### config.mk
export PLATFORM = sky130hd
export DESIGN_NAME = sram_b2_sep
export DESIGN_NICKNAME = d
export VERILOG_FILES = /design/src/rtl/sram_b2_pkg.sv /design/src/rtl/sram_b2_wr_port.sv /design/src/rtl/sram_b2_rd_port.sv /design/src/rtl/sram_b2_store.sv /design/src/rtl/sram_b2_sep.sv
export SDC_FILE = /design/constraint.sdc
export NUM_CORES = 2
export LEC_CHECK = 0
export BUFFER_PORTS_ARGS = -buffer_cell sky130_fd_sc_hd__clkbuf_2
export CAP_MARGIN = 20
export CORE_MARGIN = 2
export CORE_UTILIZATION = 65
export CTS_CLUSTER_DIAMETER = 50
export DETAILED_ROUTE_END_ITERATION = 6
export PLACE_DENSITY = 0.88
export SKIP_LAST_GASP = 1
export SYNTH_ARGS = -nofsm -noshare
export SYNTH_HDL_FRONTEND = slang
export SYNTH_SLANG_ARGS = --single-unit
### constraint.sdc
create_clock -name clk -period 5.75 [get_ports clk]
set_input_delay 0.575 -clock clk [delete_from_list [all_inputs] [get_ports clk]]
set_output_delay 0.575 -clock clk [all_outputs]
set_load 0.005 [all_outputs]
### src/rtl/sram_b2_pkg.sv
package sram_b2_pkg;
  // Position of a port inside its two-beat burst
  typedef enum logic [1:0] {
    PH_IDLE   = 2'd0,
    PH_FIRST  = 2'd1,
    PH_SECOND = 2'd2
  } burst_ph_e;
endpackage

### src/rtl/sram_b2_wr_port.sv
module sram_b2_wr_port
  import sram_b2_pkg::*;
#(
  parameter int ADDR_W = 5,
  parameter int LANES  = 2,
  localparam int WORD_AW = ADDR_W + 1
) (
  input  logic               clk,
  input  logic               rst_n,
  input  logic               req_n,
  input  logic [ADDR_W-1:0]  addr,
  input  logic [LANES-1:0]   be_n,
  output logic               acc,
  output logic               we,
  output logic [WORD_AW-1:0] waddr,
  output logic [LANES-1:0]   wmask
);
  burst_ph_e         ph_q;
  logic [ADDR_W-1:0] addr_q;
  logic              busy;

  assign busy = (ph_q == PH_SECOND);
  assign acc  = rst_n & ~req_n & ~busy;

  always_ff @(posedge clk or negedge rst_n) begin
    if (!rst_n) begin
      ph_q   <= PH_IDLE;
      addr_q <= '0;
    end else if (acc) begin
      ph_q   <= PH_SECOND;
      addr_q <= addr;
    end else begin
      ph_q   <= PH_IDLE;
    end
  end

  // First beat commits in the request cycle, second beat one cycle later
  assign we    = acc | busy;
  assign waddr = busy ? {addr_q, 1'b1} : {addr, 1'b0};
  assign wmask = ~be_n & {LANES{we}};
endmodule

### src/rtl/sram_b2_rd_port.sv
module sram_b2_rd_port
  import sram_b2_pkg::*;
#(
  parameter int ADDR_W = 5,
  parameter int DATA_W = 18,
  localparam int WORD_AW = ADDR_W + 1
) (
  input  logic               clk,
  input  logic               rst_n,
  input  logic               req_n,
  input  logic [ADDR_W-1:0]  addr,
  input  logic [DATA_W-1:0]  arr_q,
  output logic               acc,
  output logic [WORD_AW-1:0] raddr,
  output logic               rvalid,
  output logic [DATA_W-1:0]  rdata
);
  burst_ph_e         ph_q;
  logic [ADDR_W-1:0] addr_q;
  logic              busy;
  logic              fetching;

  assign busy     = (ph_q == PH_FIRST);
  assign acc      = rst_n & ~req_n & ~busy;
  assign fetching = (ph_q != PH_IDLE);
  assign raddr    = {addr_q, (ph_q == PH_SECOND)};

  always_ff @(posedge clk or negedge rst_n) begin
    if (!rst_n) begin
      ph_q   <= PH_IDLE;
      addr_q <= '0;
    end else if (acc) begin
      ph_q   <= PH_FIRST;
      addr_q <= addr;
    end else if (ph_q == PH_FIRST) begin
      ph_q   <= PH_SECOND;
    end else begin
      ph_q   <= PH_IDLE;
    end
  end

  // Output register stage: array is read one cycle after acceptance
  always_ff @(posedge clk or negedge rst_n) begin
    if (!rst_n) begin
      rvalid <= 1'b0;
      rdata  <= '0;
    end else begin
      rvalid <= fetching;
      rdata  <= fetching ? arr_q : '0;
    end
  end
endmodule

### src/rtl/sram_b2_store.sv
module sram_b2_store #(
  parameter int WORD_AW = 6,
  parameter int LANE_W  = 9,
  parameter int LANES   = 2,
  localparam int DEPTH  = 1 << WORD_AW,
  localparam int DATA_W = LANE_W * LANES
) (
  input  logic               clk,
  input  logic               rst_n,
  input  logic               we,
  input  logic [WORD_AW-1:0] waddr,
  input  logic [LANES-1:0]   wmask,
  input  logic [DATA_W-1:0]  wdata,
  input  logic [WORD_AW-1:0] raddr,
  output logic [DATA_W-1:0]  rdata
);
  for (genvar g = 0; g < LANES; g++) begin : g_lane
    logic [LANE_W-1:0] cells [DEPTH];

    always_ff @(posedge clk or negedge rst_n) begin
      if (!rst_n) begin
        for (int i = 0; i < DEPTH; i++) cells[i] <= '0;
      end else if (we && wmask[g]) begin
        cells[waddr] <= wdata[g*LANE_W +: LANE_W];
      end
    end

    assign rdata[g*LANE_W +: LANE_W] = cells[raddr];
  end
endmodule

### src/rtl/sram_b2_sep.sv
module sram_b2_sep #(
  parameter int ADDR_W = 5,
  parameter int DATA_W = 18,
  parameter int LANE_W = 9,
  localparam int LANES   = DATA_W / LANE_W,
  localparam int WORD_AW = ADDR_W + 1
) (
  input  logic              clk,
  input  logic              rst_n,
  input  logic              rd_req_n,
  input  logic              wr_req_n,
  input  logic [ADDR_W-1:0] addr,
  input  logic [DATA_W-1:0] wr_data,
  input  logic [LANES-1:0]  wr_be_n,
  output logic [DATA_W-1:0] rd_data,
  output logic              rd_valid
);
  logic               rd_acc;
  logic               wr_acc;
  logic               wr_we;
  logic [WORD_AW-1:0] wr_waddr;
  logic [LANES-1:0]   wr_mask;
  logic [WORD_AW-1:0] rd_raddr;
  logic [DATA_W-1:0]  arr_rd;

  sram_b2_wr_port #(.ADDR_W(ADDR_W), .LANES(LANES)) u_wr (
    .clk(clk), .rst_n(rst_n), .req_n(wr_req_n), .addr(addr), .be_n(wr_be_n),
    .acc(wr_acc), .we(wr_we), .waddr(wr_waddr), .wmask(wr_mask)
  );

  sram_b2_store #(.WORD_AW(WORD_AW), .LANE_W(LANE_W), .LANES(LANES)) u_store (
    .clk(clk), .rst_n(rst_n), .we(wr_we), .waddr(wr_waddr), .wmask(wr_mask),
    .wdata(wr_data), .raddr(rd_raddr), .rdata(arr_rd)
  );

  sram_b2_rd_port #(.ADDR_W(ADDR_W), .DATA_W(DATA_W)) u_rd (
    .clk(clk), .rst_n(rst_n), .req_n(rd_req_n), .addr(addr), .arr_q(arr_rd),
    .acc(rd_acc), .raddr(rd_raddr), .rvalid(rd_valid), .rdata(rd_data)
  );
endmodule

==> flow_metrics.py <==
metrics = {
    "status": {
        "outcome": "finished with violations",
        "violations": "DRC",
    },
    "synthesis": {
        "ys.flop_type": "dfrtp_1",
        "seq_area_frac_synth": 0.546,
        "mappedNetlistArea_um2": 54300,
        "ys_ff_latch": 1184,
        "synth_compound_area_frac": 0.0388,
        "ys_warn_count": 0,
        "yosysUniqueCellTypes": 44,
        "synth-simple-area-share": 0.106,
        "syn_area_per_cell_um2": 12.4,
        "synth_top_family_by_area": "multiplexers",
        "synth_cells": 4370,
        "synth-async-reset-ratio": 1.00,
        "synthXorXnorAreaFrac": 0,
        "muxShareOfSynthArea": 0.282,
        "syn_nets": 4399,
        "synth-adder-area-share": 0,
        "synth_edf_count": 0,
    },
    "setup_path": {
        "r2r_end": "u_rd.rdata[1]",
        "crit_type": "in2reg",
        "worstRegToRegCells": 7,
        "crit_path_end_kind": "flop",
        "critical_path_arrival_ns": 3.93,
        "start_kind": "primary input",
        "crit_buf_inv": 2,
        "crit_slowest_cell": "and2_1",
        "critPathTopFamily": "simple AND/OR/NAND/NOR gates",
        "critical-path-max-stage-delay_ns": 0.74,
        "path_cells": "dlygate4sd3_1 > buf_8 > nand2b_1 > nor2_1 > and2_1 > nand2_1 > mux2_2",
        "cp_max_fo": 69,
        "r2r-start": "u_rd.addr_q[0]",
        "r2r_setup_slack_ns": 2.40,
        "critPathRequiredTime_ns": 6.31,
    },
    "routing": {
        "via_count": 38000,
        "drt_iter0_drc": 4598,
        "wl_per_cell_um": 27.2,
        "drtPass1Iterations": 7,
        "drc": 5,
        "ant_nets": 0,
        "via_per_inst": 6.97,
        "finalWirelength_um": 148000,
    },
    "global_route": {
        "grt_max_degree": 180,
        "track_usage": 0.345,
        "gr-total-overflow": 0,
        "grt_pass1_wl_um": 229000,
        "antenna_found_initial": 12,
        "first_global_vias": 38700,
    },
    "pwr": {
        "p_per_area_nw_per_um2": 348,
        "intPower_mw": 14.9,
        "combinationalPowerShare": 0.148,
        "switching_share": 0.274,
        "total_power_mw": 20.6,
        "power_leakage_nw": 28.3,
        "power.switching_mw": 5.64,
        "vdd_drop_max_mv": 0.290,
        "pwr-share-seq": 0.474,
        "clkPwrFrac": 0.378,
    },
    "cells_and_area": {
        "nNetsFinal": 4304,
        "regArea_um2": 29600,
        "multiInputGateArea_um2": 23300,
        "nFillCells": 4928,
        "drive_gt1_frac": 0.360,
        "mostFrequentLayoutCell": "dfrtp_1",
        "final_cell_mix": "1184 x dfrtp_1, 1130 x mux2_2, 770 x nand2_1",
        "syn2layout_area_growth_pct": 8.92,
    },
    "flow_run": {
        "cap_violations": 0,
    },
    "timing": {
        "skew_ns": 0.0267,
        "tightest_slew_ns": 1.18,
        "rsz0062_at_grt": "false",
        "finalCriticalPeriod_ns": 3.37,
        "min_period_over_period": 0.587,
        "max_slew_margin": 0.212,
        "fmax_mhz": 296,
        "drv_slew": 0,
        "setup_tns_ns": 0,
        "setup-violations-final": 0,
        "hold_violations": 0,
    },
    "clock_network": {
        "clock-root-buffer": "clkbuf_16",
        "tritoncts": "built",
        "cts_resized": 0,
        "clk_pin_slew_worst_paths_ns": 0.06,
        "cts-buffers-inserted": 116,
        "htreeDepth": 3,
        "post_cts_buffers": 0,
        "clockBufferDepth": 3,
        "postCtsHoldBufs": 1,
        "numClockSinks": 1184,
        "clk_latency_ns": 0.69,
    },
    "floorplanning": {
        "placement_rows": 105,
        "start_util": 0.659,
        "dieWidth_um": 293,
        "fp.dieH_um": 293,
        "io_pins": 48,
        "die_area_um2": 85800,
        "core_um2": 82400,
    },
    "worst_hold_path": {
        "whs_path_depth": 2,
        "min_to": "u_wr.addr_q[3]",
        "worstHoldStart": "addr[3]",
        "hp-class": "in2reg",
    },
    "placed_design": {
        "io_buffers": 47,
        "place_congestion": 0.894,
        "hpwl_um": 85300,
    },
}
-- sequential cells by signal, indices dropped and copies added (netlist names) --
signal	count
u_store.g_lane.cells	1152
u_rd.rdata	18
u_rd.addr_q	5
u_wr.addr_q	5
u_rd.ph_q	2
u_rd.rvalid	1
u_wr.ph_q	1
-- worst register-to-register path, delay by kind of cell (launching register included) --
kind                   cells  cell delay, ns
AND/OR/NAND/NOR            2            1.31
AO/OA/AOI/OAI              3            0.75
buffers and inverters      2            0.70
flip-flops                 1            0.38
-- layer usage --
metal | vias to the layer above | global-route usage | part of all wire
met2 | 2240 | 0.535 | 0.47
li1 | 15500 | - | -
met1 | 19700 | 0.449 | 0.38
met4 | 8 | 0.201 | 0.061
met5 | - | 0 | 0.00036
met3 | 589 | 0.0804 | 0.094
-- kinds of logic (layout without fill, tap and decap cells) --
family,after synthesis,count (layout)
compound gates,248,248
buf+inv,334,336
flops,1184,1184
mux,1363,1363
other cells,0,7
simple gates,1241,1241
-- stage by stage --
stage | worst slack (ns) | cells | hold slack (ns) | area [um^2] | util
floorplan | 3.71 | 4370 | 0.279 | 54300 | -
global placement | 2.45 | 5226 | 0.468 | 55200 | 0.670
detailed placement | 2.40 | 5226 | 0.475 | 55200 | 0.670
CTS | 2.49 | 5442 | 0.190 | 59100 | 0.718
global route | 2.24 | 5446 | 0.214 | 59100 | 0.718
finish | 2.38 | 5449 | 0.211 | 59100 | 0.718
-- worst max-delay path by stage --
| stage | startpoint | to | slack (ns) | depth (start not counted) |
|---|---|---|---|---|
| detailed placement | rst_n | u_store.g_lane[0].cells[107] | 2.40 | 6 |
| global route | rst_n | u_store.g_lane[0].cells[100] | 2.24 | 7 |
| global placement | rst_n | u_store.g_lane[0].cells[102] | 2.45 | 6 |
| CTS | rst_n | u_store.g_lane[0].cells[100] | 2.49 | 7 |
| floorplan | addr[4] | u_store.g_lane[0].cells[288] | 3.71 | 6 |
| finish | rst_n | u_store.g_lane[0].cells[100] | 2.38 | 7 |
-- power by group through the flow --
stage	Clock, mW	Sequential, mW	Combinational, mW
2_1_floorplan	0	9.65	1.94
3_3_place_gp	0	9.77	2.82
3_5_place_dp	0	9.84	2.93
4_1_cts	7.78	9.71	2.99
5_1_grt	8.14	9.81	3.21
6_report	7.78	9.74	3.05
-- final cells by class --
| cell class | count | area share |
|---|---|---|
| multi-input cells | 2852 | 0.393 |
| flip-flops and latches | 1184 | 0.501 |
| diodes | 7 | 0.000296 |
| well taps | 1070 | 0.0226 |
| repair buffers | 117 | 0.0160 |
| inverters | 4 | 0.000254 |
| clock buffers | 178 | 0.0599 |
| clock inverters | 37 | 0.00643 |
-- synth_stat cells, types with 10 or more instances --
cell type / count / area, um^2
dfrtp_1: 1184 / 29600
mux2_2: 1130 / 12700
nand2_1: 770 / 2890
nand3_1: 200 / 1000
clkbuf_1: 194 / 728
mux2i_1: 183 / 1830
a32oi_1: 157 / 1380
nand4_1: 82 / 513
buf_2: 81 / 405
nand2_2: 50 / 313
buf_1: 32 / 120
mux2_1: 31 / 349
nor2_4: 29 / 327
a31oi_1: 28 / 175
nor2_2: 24 / 150
buf_4: 19 / 143
nor2_1: 19 / 71.3
and4_1: 18 / 158
mux4_2: 18 / 405
a221oi_1: 13 / 114
a32o_1: 13 / 130
a41oi_1: 13 / 114
o2111ai_1: 13 / 114
nor2b_1: 10 / 62.6
Power figures use the tool's default switching activity.
